--- config.mk ---
export PLATFORM = sky130hd
export DESIGN_NAME = wbwa_cache_ctrl
export DESIGN_NICKNAME = d
export VERILOG_FILES = /design/src/rtl/cc_pkg.sv /design/src/rtl/cc_line_store.sv /design/src/rtl/cc_line_merge.sv /design/src/rtl/cc_miss_fsm.sv /design/src/rtl/wbwa_cache_ctrl.sv
export SDC_FILE = /design/constraint.sdc
export NUM_CORES = 1
export LEC_CHECK = 0
export BUFFER_PORTS_ARGS = -buffer_cell sky130_fd_sc_hd__buf_2
export CORE_MARGIN = 2
export CORE_UTILIZATION = 50
export CTS_CLUSTER_SIZE = 24
export DETAILED_ROUTE_END_ITERATION = 7
export HOLD_SLACK_MARGIN = 0.06
export PLACE_DENSITY = 0.71
export SYNTH_ARGS = -nofsm -noshare
export SYNTH_HDL_FRONTEND = slang
export SYNTH_SLANG_ARGS = --single-unit
--- constraint.sdc ---
create_clock -name clk -period 14.8 [get_ports clk]
set_clock_uncertainty 0.05 [all_clocks]
set_input_delay 2.96 -clock clk [delete_from_list [all_inputs] [get_ports clk]]
set_output_delay 2.96 -clock clk [all_outputs]
set_load 0.05 [all_outputs]
--- src/rtl/cc_pkg.sv ---
package cc_pkg;

    localparam int CC_WORD_W = 32;
    localparam int CC_BYTES  = CC_WORD_W / 8;

    typedef logic [CC_WORD_W-1:0] cc_word_t;
    typedef logic [CC_BYTES-1:0]  cc_be_t;

    typedef enum logic [1:0] {
        ST_IDLE      = 2'd0,
        ST_WRITEBACK = 2'd1,
        ST_REFILL    = 2'd2,
        ST_UPDATE    = 2'd3
    } cc_state_e;

    typedef struct packed {
        logic     write;
        cc_word_t wdata;
        cc_be_t   be;
    } cc_store_t;

    function automatic cc_word_t cc_merge_word(cc_word_t old_w, cc_word_t new_w, cc_be_t be);
        cc_word_t r;
        r = old_w;
        for (int b = 0; b < CC_BYTES; b++) begin
            if (be[b]) r[b*8 +: 8] = new_w[b*8 +: 8];
        end
        return r;
    endfunction

endpackage

--- src/rtl/cc_line_store.sv ---
module cc_line_store #(
    parameter int NUM_SETS = 4,
    parameter int TAG_W    = 10,
    parameter int LINE_W   = 128,
    localparam int IDX_W   = $clog2(NUM_SETS)
) (
    input  logic              clk,
    input  logic              rst,
    input  logic [IDX_W-1:0]  rd_idx,
    output logic              rd_valid,
    output logic              rd_dirty,
    output logic [TAG_W-1:0]  rd_tag,
    output logic [LINE_W-1:0] rd_line,
    input  logic              wr_en,
    input  logic [IDX_W-1:0]  wr_idx,
    input  logic [TAG_W-1:0]  wr_tag,
    input  logic              wr_dirty,
    input  logic [LINE_W-1:0] wr_line
);
    logic [NUM_SETS-1:0] valid_q;
    logic [NUM_SETS-1:0] dirty_q;
    logic [TAG_W-1:0]    tag_q  [NUM_SETS];
    logic [LINE_W-1:0]   line_q [NUM_SETS];

    always_ff @(posedge clk) begin
        if (rst) begin
            valid_q <= '0;
            dirty_q <= '0;
        end else if (wr_en) begin
            valid_q[wr_idx] <= 1'b1;
            dirty_q[wr_idx] <= wr_dirty;
        end
    end

    always_ff @(posedge clk) begin
        if (wr_en) begin
            tag_q[wr_idx]  <= wr_tag;
            line_q[wr_idx] <= wr_line;
        end
    end

    always_comb begin
        rd_valid = valid_q[rd_idx];
        rd_dirty = dirty_q[rd_idx];
        rd_tag   = tag_q[rd_idx];
        rd_line  = line_q[rd_idx];
    end

    AST_WRITE_LANDS: assert property (@(posedge clk) disable iff (rst)
        wr_en |=> (valid_q[$past(wr_idx)] && (dirty_q[$past(wr_idx)] == $past(wr_dirty))));

endmodule

--- src/rtl/cc_line_merge.sv ---
module cc_line_merge
    import cc_pkg::*;
#(
    parameter int WORDS  = 4,
    localparam int WSEL_W = $clog2(WORDS),
    localparam int LINE_W = WORDS * CC_WORD_W
) (
    input  logic [LINE_W-1:0] line_in,
    input  logic [WSEL_W-1:0] word_sel,
    input  logic              merge_en,
    input  cc_word_t          wdata,
    input  cc_be_t            be,
    output logic [LINE_W-1:0] line_out,
    output cc_word_t          word_out
);
    for (genvar w = 0; w < WORDS; w++) begin : g_word
        assign line_out[w*CC_WORD_W +: CC_WORD_W] =
            (merge_en && (word_sel == WSEL_W'(w)))
                ? cc_merge_word(line_in[w*CC_WORD_W +: CC_WORD_W], wdata, be)
                : line_in[w*CC_WORD_W +: CC_WORD_W];
    end

    assign word_out = line_out[word_sel*CC_WORD_W +: CC_WORD_W];

endmodule

--- src/rtl/cc_miss_fsm.sv ---
module cc_miss_fsm
    import cc_pkg::*;
(
    input  logic      clk,
    input  logic      rst,
    input  logic      start_miss,
    input  logic      victim_dirty,
    input  logic      mem_resp_valid,
    output cc_state_e state
);
    cc_state_e state_q, state_d;

    always_comb begin
        state_d = state_q;
        unique case (state_q)
            ST_IDLE:      if (start_miss) state_d = victim_dirty ? ST_WRITEBACK : ST_REFILL;
            ST_WRITEBACK: if (mem_resp_valid) state_d = ST_REFILL;
            ST_REFILL:    if (mem_resp_valid) state_d = ST_UPDATE;
            ST_UPDATE:    state_d = ST_IDLE;
            default:      state_d = ST_IDLE;
        endcase
    end

    always_ff @(posedge clk) begin
        if (rst) state_q <= ST_IDLE;
        else     state_q <= state_d;
    end

    assign state = state_q;

    AST_UPDATE_AFTER_FILL: assert property (@(posedge clk) disable iff (rst)
        (state_q == ST_REFILL && mem_resp_valid) |=> (state_q == ST_UPDATE));

endmodule

--- src/rtl/wbwa_cache_ctrl.sv ---
module wbwa_cache_ctrl
    import cc_pkg::*;
#(
    parameter int ADDR_W   = 14,
    parameter int WORDS    = 4,
    parameter int NUM_SETS = 4,
    localparam int WSEL_W  = $clog2(WORDS),
    localparam int IDX_W   = $clog2(NUM_SETS),
    localparam int TAG_W   = ADDR_W - WSEL_W - IDX_W,
    localparam int LADDR_W = ADDR_W - WSEL_W,
    localparam int LINE_W  = WORDS * CC_WORD_W
) (
    input  logic               clk,
    input  logic               rst,
    input  logic               req_valid,
    input  logic               req_write,
    input  logic [ADDR_W-1:0]  req_addr,
    input  logic [31:0]        req_wdata,
    input  logic [3:0]         req_be,
    output logic               stall,
    output logic               resp_valid,
    output logic [31:0]        resp_rdata,
    output logic               mem_req_valid,
    output logic               mem_req_write,
    output logic [LADDR_W-1:0] mem_req_addr,
    output logic [LINE_W-1:0]  mem_req_wdata,
    input  logic               mem_resp_valid,
    input  logic [LINE_W-1:0]  mem_resp_data
);
    cc_state_e state;

    logic [WSEL_W-1:0] req_wsel;
    logic [IDX_W-1:0]  req_idx;
    logic [TAG_W-1:0]  req_tag;
    assign req_wsel = req_addr[WSEL_W-1:0];
    assign req_idx  = req_addr[WSEL_W +: IDX_W];
    assign req_tag  = req_addr[ADDR_W-1 -: TAG_W];

    logic [ADDR_W-1:0] cap_addr_q;
    cc_store_t         cap_q;
    logic [LINE_W-1:0] fill_q;
    logic [WSEL_W-1:0] cap_wsel;
    logic [IDX_W-1:0]  cap_idx;
    logic [TAG_W-1:0]  cap_tag;
    assign cap_wsel = cap_addr_q[WSEL_W-1:0];
    assign cap_idx  = cap_addr_q[WSEL_W +: IDX_W];
    assign cap_tag  = cap_addr_q[ADDR_W-1 -: TAG_W];

    logic              is_idle, in_update;
    logic [IDX_W-1:0]  rd_idx;
    logic              rd_valid, rd_dirty;
    logic [TAG_W-1:0]  rd_tag;
    logic [LINE_W-1:0] rd_line;
    logic              hit, accept, start_miss, hit_write;

    assign is_idle    = (state == ST_IDLE);
    assign in_update  = (state == ST_UPDATE);
    assign rd_idx     = is_idle ? req_idx : cap_idx;
    assign hit        = rd_valid && (rd_tag == req_tag);
    assign accept     = is_idle && req_valid;
    assign start_miss = accept && !hit;
    assign hit_write  = accept && hit && req_write;

    logic              wr_en, wr_dirty;
    logic [IDX_W-1:0]  wr_idx;
    logic [TAG_W-1:0]  wr_tag;
    logic [LINE_W-1:0] merged_line;
    cc_word_t          merged_word;

    logic [LINE_W-1:0] mg_line_in;
    logic [WSEL_W-1:0] mg_sel;
    logic              mg_en;
    cc_word_t          mg_wdata;
    cc_be_t            mg_be;

    always_comb begin
        if (in_update) begin
            mg_line_in = fill_q;
            mg_sel     = cap_wsel;
            mg_en      = cap_q.write;
            mg_wdata   = cap_q.wdata;
            mg_be      = cap_q.be;
        end else begin
            mg_line_in = rd_line;
            mg_sel     = req_wsel;
            mg_en      = req_write;
            mg_wdata   = req_wdata;
            mg_be      = req_be;
        end
    end

    cc_line_merge #(.WORDS(WORDS)) merge_i (
        .line_in  (mg_line_in),
        .word_sel (mg_sel),
        .merge_en (mg_en),
        .wdata    (mg_wdata),
        .be       (mg_be),
        .line_out (merged_line),
        .word_out (merged_word)
    );

    assign wr_en    = hit_write || in_update;
    assign wr_idx   = in_update ? cap_idx : req_idx;
    assign wr_tag   = in_update ? cap_tag : req_tag;
    assign wr_dirty = in_update ? cap_q.write : 1'b1;

    cc_line_store #(.NUM_SETS(NUM_SETS), .TAG_W(TAG_W), .LINE_W(LINE_W)) store_i (
        .clk      (clk),
        .rst      (rst),
        .rd_idx   (rd_idx),
        .rd_valid (rd_valid),
        .rd_dirty (rd_dirty),
        .rd_tag   (rd_tag),
        .rd_line  (rd_line),
        .wr_en    (wr_en),
        .wr_idx   (wr_idx),
        .wr_tag   (wr_tag),
        .wr_dirty (wr_dirty),
        .wr_line  (merged_line)
    );

    cc_miss_fsm fsm_i (
        .clk            (clk),
        .rst            (rst),
        .start_miss     (start_miss),
        .victim_dirty   (rd_valid && rd_dirty),
        .mem_resp_valid (mem_resp_valid),
        .state          (state)
    );

    always_ff @(posedge clk) begin
        if (rst) begin
            cap_addr_q <= '0;
            cap_q      <= '0;
            fill_q     <= '0;
        end else begin
            if (start_miss) begin
                cap_addr_q  <= req_addr;
                cap_q.write <= req_write;
                cap_q.wdata <= req_wdata;
                cap_q.be    <= req_be;
            end
            if (state == ST_REFILL && mem_resp_valid) fill_q <= mem_resp_data;
        end
    end

    assign mem_req_valid = (state == ST_WRITEBACK) || (state == ST_REFILL);
    assign mem_req_write = (state == ST_WRITEBACK);
    assign mem_req_addr  = (state == ST_WRITEBACK) ? {rd_tag, cap_idx} : {cap_tag, cap_idx};
    assign mem_req_wdata = rd_line;

    assign stall      = start_miss || mem_req_valid;
    assign resp_valid = (accept && hit) || in_update;
    assign resp_rdata = merged_word;

    AST_STORE_HIT_QUIET: assert property (@(posedge clk) disable iff (rst)
        hit_write |=> !mem_req_valid);
    AST_NO_STALL_RESPONDS: assert property (@(posedge clk) disable iff (rst)
        (req_valid && !stall) |-> resp_valid);
    AST_MISS_ISSUES_REQ: assert property (@(posedge clk) disable iff (rst)
        $rose(stall) |=> mem_req_valid);
    AST_STALL_ENDS_DONE: assert property (@(posedge clk) disable iff (rst)
        $fell(stall) |-> resp_valid);
    AST_WB_DIRTY_ONLY: assert property (@(posedge clk) disable iff (rst)
        (mem_req_valid && mem_req_write) |-> (rd_valid && rd_dirty));
    AST_BUSY_NO_ACCEPT: assert property (@(posedge clk) disable iff (rst)
        mem_req_valid |-> !wr_en);
    AST_RESET_QUIET: assert property (@(posedge clk)
        $past(rst) |-> (!mem_req_valid && !resp_valid));

endmodule

## After elaboration in Yosys (flattened, before gate mapping)

Memory sizes are Yosys's and may differ from the RTL's.
Cells that the tools add are included.

- Bits in registers: 189
- Bits in latches: 0
- Memory bits (writable): 552
- Memories kept: 2
- Bits in read-only memories: 0

Memory list:

| name | depth | width | read ports | clocked after Yosys merged registers in | wr ports | RTL line | source |
|---|---|---|---|---|---|---|---|
| store_i.line_q | 4 | 128 | 1 | 0 | 1 | cc_line_store.sv:23 | `logic [LINE_W-1:0] line_q [NUM_SETS];` |
| store_i.tag_q | 4 | 10 | 1 | 0 | 1 | cc_line_store.sv:22 | `logic [TAG_W-1:0] tag_q [NUM_SETS];` |

- Equality and inequality tests: 10
- Shifts and indexed selects: 1
- $add $sub $neg: 0
- Multipliers: 0
- Divide/modulo/power cells: 0
- Reduce and logical (&&, ||, !) cells: 20
- $lt $le $gt $ge: 3
- Multiplexer cells: 44
- Bitwise logic cells: 1

Operators with widths:

| cell | number |
|---|---|
| 32-bit 2-to-1 mux | 5 |
| 128-bit 2-to-1 mux | 1 |
| 8-bit 2-to-1 mux | 16 |
| 128-bit by 8-bit variable part select with 32-bit output | 1 |
| 2-bit 2-to-1 mux | 7 |
| 1-bit logical AND | 12 |
| 12-bit 2-to-1 mux | 1 |
| 10-bit equality test | 1 |
| 10-bit 2-to-1 mux | 1 |
| 2-bit equality test (second input constant) | 4 |
| 2-bit case mux with 4 select lines | 1 |
| 1-bit 2-to-1 mux | 7 |
| 2-bit by 3-bit < comparator with 1-bit output (second input constant) | 2 |
| 1-bit binary-select mux with 2-bit select | 2 |
| 4-bit bitwise mux | 1 |
| 2-bit by 1-bit equality test with 1-bit output (second input constant) | 2 |
| 2-bit logical NOT | 2 |
| 1-bit logical OR | 4 |
| 4-bit 2-to-1 mux | 1 |
| 2-bit by 1-bit inequality test with 1-bit output (second input constant) | 2 |
| 4-bit OR | 1 |
| 3-bit AND reduction | 1 |
| 1-bit demux with 2-bit select | 1 |
| 2-bit by 1-bit >= comparator with 1-bit output (second input constant) | 1 |
| 2 further kinds | 2 |

## Depth between registers and ports, before layout

Gate-level depths: netlist (run 1).

- Word-level depth: 10
- Depth in mapped cells: 15
- Gate-level depth less buffers: 10

## Cells and area by module

Synthesis (run 1) repeated with hierarchy kept, for this count alone.

- Cells, all modules: 2,354
- Area total of the unflattened synthesis: 34,229.1 µm²

By module, submodules not included:

| module | area each (µm²) | cells each | times used |
|---|---|---|---|
| cc_line_store | 20,266.9 | 754 | 1 |
| wbwa_cache_ctrl | 10,314.9 | 1,214 | 1 |
| cc_line_merge | 3,480.8 | 369 | 1 |
| cc_miss_fsm | 166.4 | 17 | 1 |

## Least setup slack after synthesis (run 1)

Ideal clock, no wire load.

- Path type: input -> register
- Start point: input req_addr[2]
- End point: memory store_i.line_q[3][0], enable pin
- Setup slack: 2.958 ns
- Arrival time: 11.140 ns
- Stages on the path: 8
- Data required time: 14.097 ns
- Library setup time: 0.653 ns
- Path through: mux2_4 mux4_2 nor2b_1 o21bai_1 or4b_4 nor4_4 nand4_2 o21ai_1

- Word-level cells in the longest chain between the ends: 9
- Elaborated cells between the ends (all ways): 12
- Classes of those cells: 1 x eq/ne; 6 x mux; 4 x reduce/logical; 1 x memory

Ends and longest elaborated chain:

| element | RTL line | source |
|---|---|---|
| from (decl) | wbwa_cache_ctrl.sv:17 | `input logic [ADDR_W-1:0] req_addr,` |
| 2-bit 2-to-1 mux | wbwa_cache_ctrl.sv:58 | `assign rd_idx = is_idle ? req_idx : cap_idx;` |
| memory read 4 x 10 bit / 1-bit binary-select mux with 2-bit select (equally long branches) | - |  |
| 10-bit equality test / 1-bit 2-to-1 mux (equally long branches) | wbwa_cache_ctrl.sv:59, cc_line_store.sv:43 |  |
| 1-bit logical AND | wbwa_cache_ctrl.sv:59 | `assign hit = rd_valid && (rd_tag == req_tag);` |
| 1-bit logical AND (2 in a row) | wbwa_cache_ctrl.sv:62 | `assign hit_write = accept && hit && req_write;` |
| 1-bit logical OR | wbwa_cache_ctrl.sv:102 | `assign wr_en = hit_write \|\| in_update;` |
| 1-bit 2-to-1 mux | cc_line_store.sv:36 | `if (wr_en) begin` |
| 1-bit 2-to-1 mux (not written as such) | cc_line_store.sv:38 | `line_q[wr_idx] <= wr_line;` |
| to (decl) | cc_line_store.sv:23 |  |

Parallel ways exist; a longest one is shown, timed or not. The select of a mux whose other input is x is not followed.

## Worst setup path after layout (run 1)

- Start point: input req_addr[3]
- End point: output resp_rdata[18]

- Word-level cells in the longest chain between the ends: 6
- Elaborated cells between the ends (all ways): 12
- Classes of those cells: 1 x shift; 10 x mux; 1 x memory

Ends and longest elaborated chain:

| element | RTL line | source |
|---|---|---|
| 2-bit 2-to-1 mux (*) | wbwa_cache_ctrl.sv:58 |  |
| memory read 4 x 128 bit (*) | - |  |
| 128-bit 2-to-1 mux (*) | wbwa_cache_ctrl.sv:77 | `if (in_update) begin` |
| 8-bit 2-to-1 mux | cc_pkg.sv:26 | `if (be[b]) r[b*8 +: 8] = new_w[b*8 +: 8];` |
| 32-bit 2-to-1 mux (*) | cc_line_merge.sv:19 | `? cc_merge_word(line_in[w*CC_WORD_W +: CC_WORD_W], wdata, be)` |
| named net merge_i.line_out[114] | cc_line_merge.sv:13 | `output logic [LINE_W-1:0] line_out,` |
| 128-bit by 8-bit variable part select with 32-bit output (*) | cc_line_merge.sv:23 | `assign word_out = line_out[word_sel*CC_WORD_W +: CC_WORD_W];` |
| to (decl) | wbwa_cache_ctrl.sv:22 | `output logic [31:0] resp_rdata,` |

The timed path passes the listed nets; every way through them passes the cells marked *.

==> results of run 1 <==
[worst paths after layout]
path	slack, ps	start	cells after the start	to
worst max-delay path	5050	req_addr[3]	12	resp_rdata[18]
worst min-delay path	390	store_i.valid_q[0]	2	store_i.valid_q[0]
worst min register to register	390	store_i.valid_q[0]	2	store_i.valid_q[0]
worst max register to register	8370	fsm_i.state[0]	13	store_i.line_q[0][94]
[cells by family (layout without fill, tap and decap cells)]
logic type / count (synthesis) / count (layout)
compound gates: 387 / 387
flops: 741 / 741
xor+xnor: 3 / 3
buf+inv: 205 / 562
fa+ha+maj: 5 / 5
simple gates: 1089 / 1089
mux: 257 / 257
other cells: 0 / 3
[worst register-to-register path, stage by stage (launching register included)]
cell,delay [ps]
dfxtp_1,350
inv_1,150
ha_1,580
mux2i_4,510
buf_4,840
nor2_1,130
o211a_1,250
a211oi_1,440
nand3_1,200
nor4_4,360
nand4b_2,280
o21ai_4,210
buf_4,770
buf_4,930
[power by group]
| group | leakage (nW) | total, W | internal (W) | switching [W] |
|---|---|---|---|---|
| sequential | 6.50 | 0.00259 | 0.00253 | 0.0000606 |
| clock | 1.25 | 0.00195 | 0.00114 | 0.000810 |
| combinational | 6.10 | 0.00279 | 0.000746 | 0.00204 |
| total | 13.9 | 0.00733 | 0.00442 | 0.00291 |
[cell type report]
class / count / area [um2]
antenna: 3 / 7.507
clock buffer: 102 / 2113
clock inverter: 41 / 445.4
fill: 5101 / 26730
inverter: 18 / 67.56
multi-input combinational: 1741 / 11420
sequential: 741 / 20360
tap: 855 / 1070
timing repair buffer: 401 / 2133
[through the flow]
step / util, % / total power [W]
after global placement: 54.47 / 0.005339
after floorplan: - / 0.004661
final: 58.46 / 0.007331
after CTS: 58.45 / 0.007348
after detailed placement: 54.47 / 0.005410
after global routing: 58.45 / 0.007610
[registers in the layout, indices dropped and copies added (netlist names)]
| register | flops |
|---|---|
| cap_addr_q | 14 |
| cap_q | 37 |
| fill_q | 128 |
| fsm_i.state | 2 |
| store_i.dirty_q | 4 |
| store_i.line_q | 512 |
| store_i.tag_q | 40 |
| store_i.valid_q | 4 |
[routing by layer]
layer / routed length, um / vias up / share of wire (%)
li1: - / 10410 / -
met1: 34920 / 11720 / 38
met2: 45770 / 1109 / 50
met3: 7457 / 193 / 8.2
met4: 3050 / 6 / 3.3
met5: 46 / - / 0.050
[cells in the final DEF, fill, tap and decap left out, types with 5 or more instances in the layout]
cell       count
o21ai_0       13
a211oi_1      33
clkinv_1       7
bufinv_16      7
mux2_2        15
clkbuf_1      18
nor2_1        91
clkinv_2      17
inv_1         18
nand2_1      785
dfxtp_1      189
nand2b_1       8
mux2i_1      106
mux4_2       130
buf_4         42
nor2b_1       43
clkbuf_16     79
clkbuf_8       5
edfxtp_1     552
and3_1       130
a21oi_1      171
buf_2        357
a31oi_1      130
nand3_1        5
o22ai_1       10
==> results_dict.tcl, run 1 <==
set metrics [dict create \
    cts_root_buf "clkbuf_16" \
    cts_buffers 78 \
    drv_slew 0 \
    dr.pass1.iters 5 \
    layout-drive-gt1-share_pct 22.77 \
    yosys.area_share.simple_pct 14.39 \
    tns_ps 0 \
    cp.required_ps 11790 \
    synthMuxAreaShare_pct 13.06 \
    slew_headroom_pct 17.43 \
    worst_pin_slew_ps 1234 \
    place_area_mm2 0.03505 \
    placedCellCount 3756 \
    cts_resized 0 \
    path_clk_slew_ps 60 \
    vias 23450 \
    gp_congestion 0.8421 \
    hold_class "reg2reg" \
    cp-start-kind "primary input" \
    synth_compound_area_share_pct 7.035 \
    crit_buf_inv 4 \
    wl_per_cell_um 23.38 \
    worst_slack_ps 5048 \
    grt-busiest-layer "met2" \
    remaining_drc_errors 0 \
    fmax_mhz 102.5 \
    hold_buffers 0 \
    max_stage_delay_ps 890 \
    grt_util_met2_pct 45.62 \
    p_leak_nw 13.85 \
    yosys.area_share.adder_pct 0.1925 \
    die_height_um 258.9 \
    synth_common_cells "786 x nand2_1, 552 x edfxtp_1, 189 x dfxtp_1" \
    yosys_warnings 0 \
    grt_use_met1_pct 33.35 \
    port_buffers 358 \
    cp_cell_sequence "buf_2, mux2i_4, buf_4, buf_4, nand2_1, and3_1, a31oi_1, mux4_2, nor2b_1, a211oi_1, a21oi_1, buf_2" \
    p_per_area_mw_per_mm2 194.9 \
    area.growth.synth_to_final_pct 15.76 \
    maxCapViolCount 0 \
    cts_tree "yes" \
    antenna_found_initial 5 \
    synthTopCellsByArea "edfxtp_1 51%, dfxtp_1 12%, nand2_1 9.1%, mux4_2 9.0%, mux2i_1 3.3%" \
    ant_nets 0 \
    synth_top_family_by_area "simple AND/OR/NAND/NOR gates" \
    core.rowCount 93 \
    hold_viol 0 \
    cp_data_arrival_time_ps 6740 \
    track_usage_pct 26.79 \
    yosysMostFrequentCell "nand2_1" \
    cp_slowest_cell "buf_4" \
    grt_pass1_vias 23430 \
    synth.ff_latch_count 741 \
    synthCells 2687 \
    endpoint_kind "primary output" \
    core_mm2 0.06435 \
    cts_sinks 741 \
    syn-mean-instance-area_um2 12.09 \
    fin_cells 3902 \
    whs_ps 394.0 \
    seq_area_frac_synth_pct 62.65 \
    synth_largest_area_cell "edfxtp_1" \
    status "completed" \
    grt_max_degree 137 \
    final_cell_area_mm2 0.03762 \
    die_area_mm2 0.06704 \
    synth_cell_types 60 \
    cts_buffer_depth 3 \
    synth_edf_count 552 \
    netlist_area_mm2 0.03249 \
    htree_levels 3 \
    gr-total-overflow 0 \
    synth_fp_nets 2875 \
    synth-async-reset-ratio_pct 0 \
    crit_family "buffers and inverters" \
    first_iter_violations 2076 \
    path_class "in2out" \
    dp_slack_ps 5096 \
    synth.top_cell.area_share_pct 51.01 \
    rsz0062_at_grt "false" \
    clock_latency_ps 630 \
    setup_viol_count_final 0 \
    hpwl_mm 54.46 \
    start_util_pct 50.50 \
    grt_pass1_wl_mm 136.8 \
    viasPerCell 6.008 \
    ioPinCount 359 \
    fin_crit_sh_pct 65.89 \
    drt-total-wl_mm 91.25 \
    crit_fanout 87 \
    die_w_um 258.9 \
    post-route-min-period_ps 9752 \
    nets 3169 \
    yosys.area_share.xor_xnor_pct 0.08086 \
    post_cts_buffers 0 \
    peakVddDrop_v 0.0001327 \
    met3_usage_pct 5.360 \
    synth_ff_type "edfxtp_1" \
]
Note: power is estimated with default switching activity, not from simulation.
==> inputs of run 2 (changes only) <==
Clock period 14.8 ns to 9.1 ns, I/O delays scaled along.
==> run 2 against run 1 <==
  * Highest routed layer unchanged
  * Total power is 64% higher
  * Critical path type is now reg2out
  * First-iteration DRC count is 13% higher
  * Clock-buffer cell count is 14 higher
==> results_dict.tcl, run 2 (synthesis gave the netlist of run 1 again) <==
set metrics [dict create \
    hpwl_mm 53.51 \
    grt_pass1_wl_mm 137.6 \
    crit_family "buffers and inverters" \
    cts_tree "yes" \
    core_mm2 0.06435 \
    grt_pass1_vias 23610 \
    fmax_mhz 134.7 \
    layout_commonest_cell "nand2_1" \
    hold_buffers 0 \
    drt-total-wl_mm 91.36 \
    max_stage_delay_ps 920 \
    htree_levels 3 \
    cts_buffer_depth 3 \
    drv_slew 0 \
    cp-start-kind "flip-flop" \
    reg.largest.list "store_i.line_q (512), fill_q (128), store_i.tag_q (40)" \
    worst_pin_slew_ps 1133 \
    fin_cells 3895 \
    clock_latency_ps 620 \
    core.rowCount 93 \
    viasPerCell 6.013 \
    setup_viol_count_final 0 \
    peakVddDrop_v 0.0002461 \
    crit_buf_inv 2 \
    ant_nets 0 \
    cts_buffers 77 \
    route.met2.wl_mm 45.82 \
    vias 23420 \
    path_class "reg2out" \
    cp_data_arrival_time_ps 5560 \
    hold_class "reg2reg" \
    cts_sinks 741 \
    path_clk_slew_ps 60 \
    top_register "store_i.line_q" \
    whs_ps 395.3 \
    maxCapViolCount 0 \
    critPathLaunch "fsm_i.state[0]" \
    remaining_drc_errors 0 \
    post-route-min-period_ps 7425 \
    cts_root_buf "clkbuf_16" \
    area.growth.synth_to_final_pct 15.98 \
    dr.pass1.iters 7 \
    port_buffers 358 \
    antenna_found_initial 6 \
    gr-total-overflow 0 \
    final_cell_mix "785 x nand2_1, 552 x edfxtp_1, 357 x buf_2" \
    gp_congestion 0.8888 \
    wl_per_cell_um 23.45 \
    die_w_um 258.9 \
    track_usage_pct 26.86 \
    first_iter_violations 2336 \
    cp_cell_sequence "ha_4, buf_4, mux2i_1, nor2_2, mux4_2, nor2b_1, a211oi_1, a21oi_1, buf_2" \
    rr_startpoint "fsm_i.state[0]" \
    die_height_um 258.9 \
    min-delay-start "store_i.valid_q[0]" \
    post_cts_buffers 0 \
    status "completed" \
    nets 3160 \
    crit_fanout 52 \
    tns_ps 0 \
    p_leak_nw 13.86 \
    rsz0062_at_grt "false" \
    dp_slack_ps 1754 \
    cp_slowest_cell "buf_4" \
    largest_reg_flops 512 \
    top_layer "met5" \
    worst_slack_ps 1675 \
    slew_headroom_pct 24.20 \
    n_fill_cell 5114 \
    placedCellCount 3748 \
    ioPinCount 359 \
    start_util_pct 50.50 \
    fin_crit_sh_pct 81.59 \
    cts_resized 0 \
    hold_viol 0 \
    die_area_mm2 0.06704 \
    p_per_area_mw_per_mm2 318.8 \
    grt_max_degree 173 \
    route.met3.wl_mm 6.632 \
    final_util_pct 58.57 \
    cp.required_ps 7230 \
    endpoint_kind "primary output" \
    met1_length_mm 35.77 \
    layout-drive-gt1-share_pct 22.43 \
]
-- run 2: changes by cell type in the layout (fill, tap and decap cells not counted), sizes merged --
cell / previous run / this run
buf: 401 / 393
bufinv: 7 / 9
clkbuf: 102 / 116
clkinv: 28 / 15
clkinvlp: 4 / 0
diode: 3 / 4
inv: 20 / 21
-- run 2: tightest hold or removal path, delay by kind of cell (launching register included) --
kind / cells / cell delay [ps]
buf+inv: 1 / 50
flops: 1 / 300
compound gates: 1 / 50
-- run 2: metrics by stage --
step,power [W],instance area [um2]
after floorplan,0.007580,32490
after global placement,0.008691,35050
after detailed placement,0.008796,35050
after CTS,0.01204,37680
after global routing,0.01247,37680
final,0.01202,37690
-- run 2: final timing paths --
path                   endpoint  slack, ps  cells after the start
max reg2reg           cap_q[23]       3100                     13
min          store_i.valid_q[0]        400                      2
max              resp_rdata[18]       1670                      9
min reg2reg  store_i.valid_q[0]        400                      2
-- run 2: layout make-up --
class / count / area [um2] / share of cell area (%)
Sequential cell: 741 / 20360 / 54.02
Multi-Input combinational cell: 1741 / 11420 / 30.31
Clock buffer: 116 / 2238 / 5.940
Timing Repair Buffer: 393 / 2136 / 5.667
Tap cell: 855 / 1070 / 2.839
Clock inverter: 27 / 382.9 / 1.016
Inverter: 18 / 67.56 / 0.1793
Antenna cell: 4 / 10.01 / 0.02656
-- run 2: report_power, final --
group / internal (W) / switching, W / total (W)
clock: 0.00196 / 0.00130 / 0.00326
sequential: 0.00412 / 0.0000976 / 0.00422
combinational: 0.00122 / 0.00332 / 0.00454
total: 0.00730 / 0.00471 / 0.0120
-- run 2: metal layers --
layer  GRT usage, %  vias up
li1               -    10380
met1          33.80    11810
met2          46.46     1026
met4          10.53        6
met5              0        -
met3          4.521      197
==> inputs of run 3 (changes only) <==
Clock period 9.1 ns to 7.6 ns, I/O delays scaled along.
==> run 3 against run 2 <==
  * Via count down 0.94%
  * Clock-buffer cell count unchanged
  * Register-to-register slack worse by 1100 ps
  * Largest power group unchanged
  * Critical path type is now in2out
  * Total power increased by 19%
  * Die area unchanged
  * Final area is 0.30% higher
  * Combinational power rose by 20%
  * Critical path depth is 2 higher
  * Sequential power grew 20%
  * Clock power is 15% higher
  * Final cell count is 0.49% higher
  * First-iteration DRC count down 5.9%
  * Highest routed layer unchanged
==> results_dict.tcl, run 3 (synthesis gave the netlist of run 1 again) <==
set metrics [dict create \
    status "completed" \
    cp_cell_sequence "buf_2, mux2_8, buf_4, nand2_1, and3_1, a31oi_1, mux4_2, nor2b_1, a211oi_1, a21oi_1, buf_2" \
    cp.required_ps 6030 \
    start_util_pct 50.50 \
    core.rowCount 93 \
    drv_slew 0 \
    crit_family "multiplexers" \
    vias 23200 \
    grt_pass1_wl_mm 137.7 \
    die_height_um 258.9 \
    place_area_mm2 0.03526 \
    layout-drive-gt1-share_pct 22.73 \
    wl_per_cell_um 23.29 \
    gr-total-overflow 0 \
    rsz0062_at_grt "false" \
    worst_path_most_repeated_cell "buf_2" \
    antenna_found_initial 7 \
    path_class "in2out" \
    cts_tree "yes" \
    largest_reg_flops 512 \
    dr.pass1.iters 6 \
    peakVddDrop_v 0.0002279 \
    crit_buf_inv 3 \
    die_w_um 258.9 \
    die_area_mm2 0.06704 \
    cts_buffer_depth 3 \
    hold_buffers 0 \
    p_leak_nw 13.92 \
    n_fill_cell 5073 \
    hold_class "reg2reg" \
    cts_buffers 78 \
    fin_crit_sh_pct 84.50 \
    port_buffers 358 \
    final_cell_area_mm2 0.03780 \
    post-route-min-period_ps 6422 \
    cp_slowest_cell "mux2_8" \
    viasPerCell 5.928 \
    cp_data_arrival_time_ps 4850 \
    gp_congestion 0.8531 \
    final_cell_mix "785 x nand2_1, 552 x edfxtp_1, 357 x buf_2" \
    htree_levels 3 \
    cts_resized 0 \
    worst_pin_slew_ps 1063 \
    track_usage_pct 26.91 \
    grt_pass1_vias 23400 \
    top_register "store_i.line_q" \
    grt_max_degree 122 \
    cp-start-kind "primary input" \
    core_mm2 0.06435 \
    layout_commonest_cell "nand2_1" \
    first_iter_violations 2199 \
    hold_viol 0 \
    hpwl_mm 55.43 \
    nets 3177 \
    remaining_drc_errors 0 \
    cts_sinks 741 \
    setup_viol_count_final 0 \
    maxCapViolCount 0 \
    ant_nets 0 \
    cts_root_buf "clkbuf_16" \
    endpoint_kind "primary output" \
    slew_headroom_pct 29.14 \
    post_cts_buffers 0 \
    fmax_mhz 155.7 \
    crit_fanout 121 \
    tns_ps 0 \
    p_per_area_mw_per_mm2 377.5 \
    area.growth.synth_to_final_pct 16.32 \
    ioPinCount 359 \
    clock_latency_ps 620 \
    reg.largest.list "store_i.line_q (512), fill_q (128), store_i.tag_q (40)" \
    max_stage_delay_ps 800 \
    drt-total-wl_mm 91.16 \
    path_clk_slew_ps 60 \
]
==> run 3: cell types whose count changed in the layout (fill, tap and decap cells not counted), sizes merged <==
cell | previous run | this run
clkinv | 15 | 21
buf | 393 | 409
diode | 4 | 6
inv | 21 | 19
bufinv | 9 | 4
clkinvlp | 0 | 2
==> run 3: cell type report <==
type	instances	area (um2)	share of cell area, %
tap	855	1070	2.830
sequential	741	20360	53.86
clock buffer	116	2260	5.978
multi-input combinational	1741	11420	30.21
timing repair buffer	409	2344	6.200
antenna	6	15.01	0.03972
clock inverter	28	262.8	0.6952
inverter	18	67.56	0.1788
==> run 3: through the flow <==
step / power (W) / utilization, % / hold WS [ps] / std cells / setup WS (ps)
floorplan: 0.009072 / - / 374.9 / 2687 / -153.3
global placement: 0.01044 / 54.80 / 385.9 / 3764 / 1154
detailed placement: 0.01058 / 54.80 / 391.6 / 3764 / 1157
CTS: 0.01432 / 58.72 / 400.7 / 3908 / 1128
global route: 0.01483 / 58.73 / 408.6 / 3912 / 897.6
finish: 0.01427 / 58.74 / 399.9 / 3914 / 1178
==> run 3: per-layer routing <==
metal	part of all wire (%)	up-vias	track usage [%]
met5	0.025	-	0
met4	3.5	4	11.14
met3	7.6	167	4.677
met2	51	1017	46.48
met1	38	11590	33.57
li1	-	10420	-
==> run 3: path summary, 6_finish.rpt <==
check,start,endpoint,slack (ps),depth (start not counted)
worst max-delay path,req_addr[3],resp_rdata[29],1180,11
worst min-delay path,store_i.valid_q[2],store_i.valid_q[2],400,2
worst max register to register,fsm_i.state[0],cap_q[21],1990,12
worst min register to register,store_i.valid_q[2],store_i.valid_q[2],400,2
==> run 3: worst register-to-register path: stages (launching register included) <==
cell     delay, ps
dfxtp_1        350
inv_1          150
ha_1           590
mux2i_4        730
buf_12         420
mux2i_1        560
nand3_1        140
or4b_1         550
o31ai_4        310
buf_4          390
buf_4          800
mux2i_1        350
nor2_1          60
==> run 3: power by group <==
| group | leakage, nW | total [W] | internal, W | switching [W] |
|---|---|---|---|---|
| combinational | 6.19 | 0.00547 | 0.00149 | 0.00398 |
| clock | 1.23 | 0.00375 | 0.00220 | 0.00155 |
| sequential | 6.50 | 0.00505 | 0.00493 | 0.000120 |
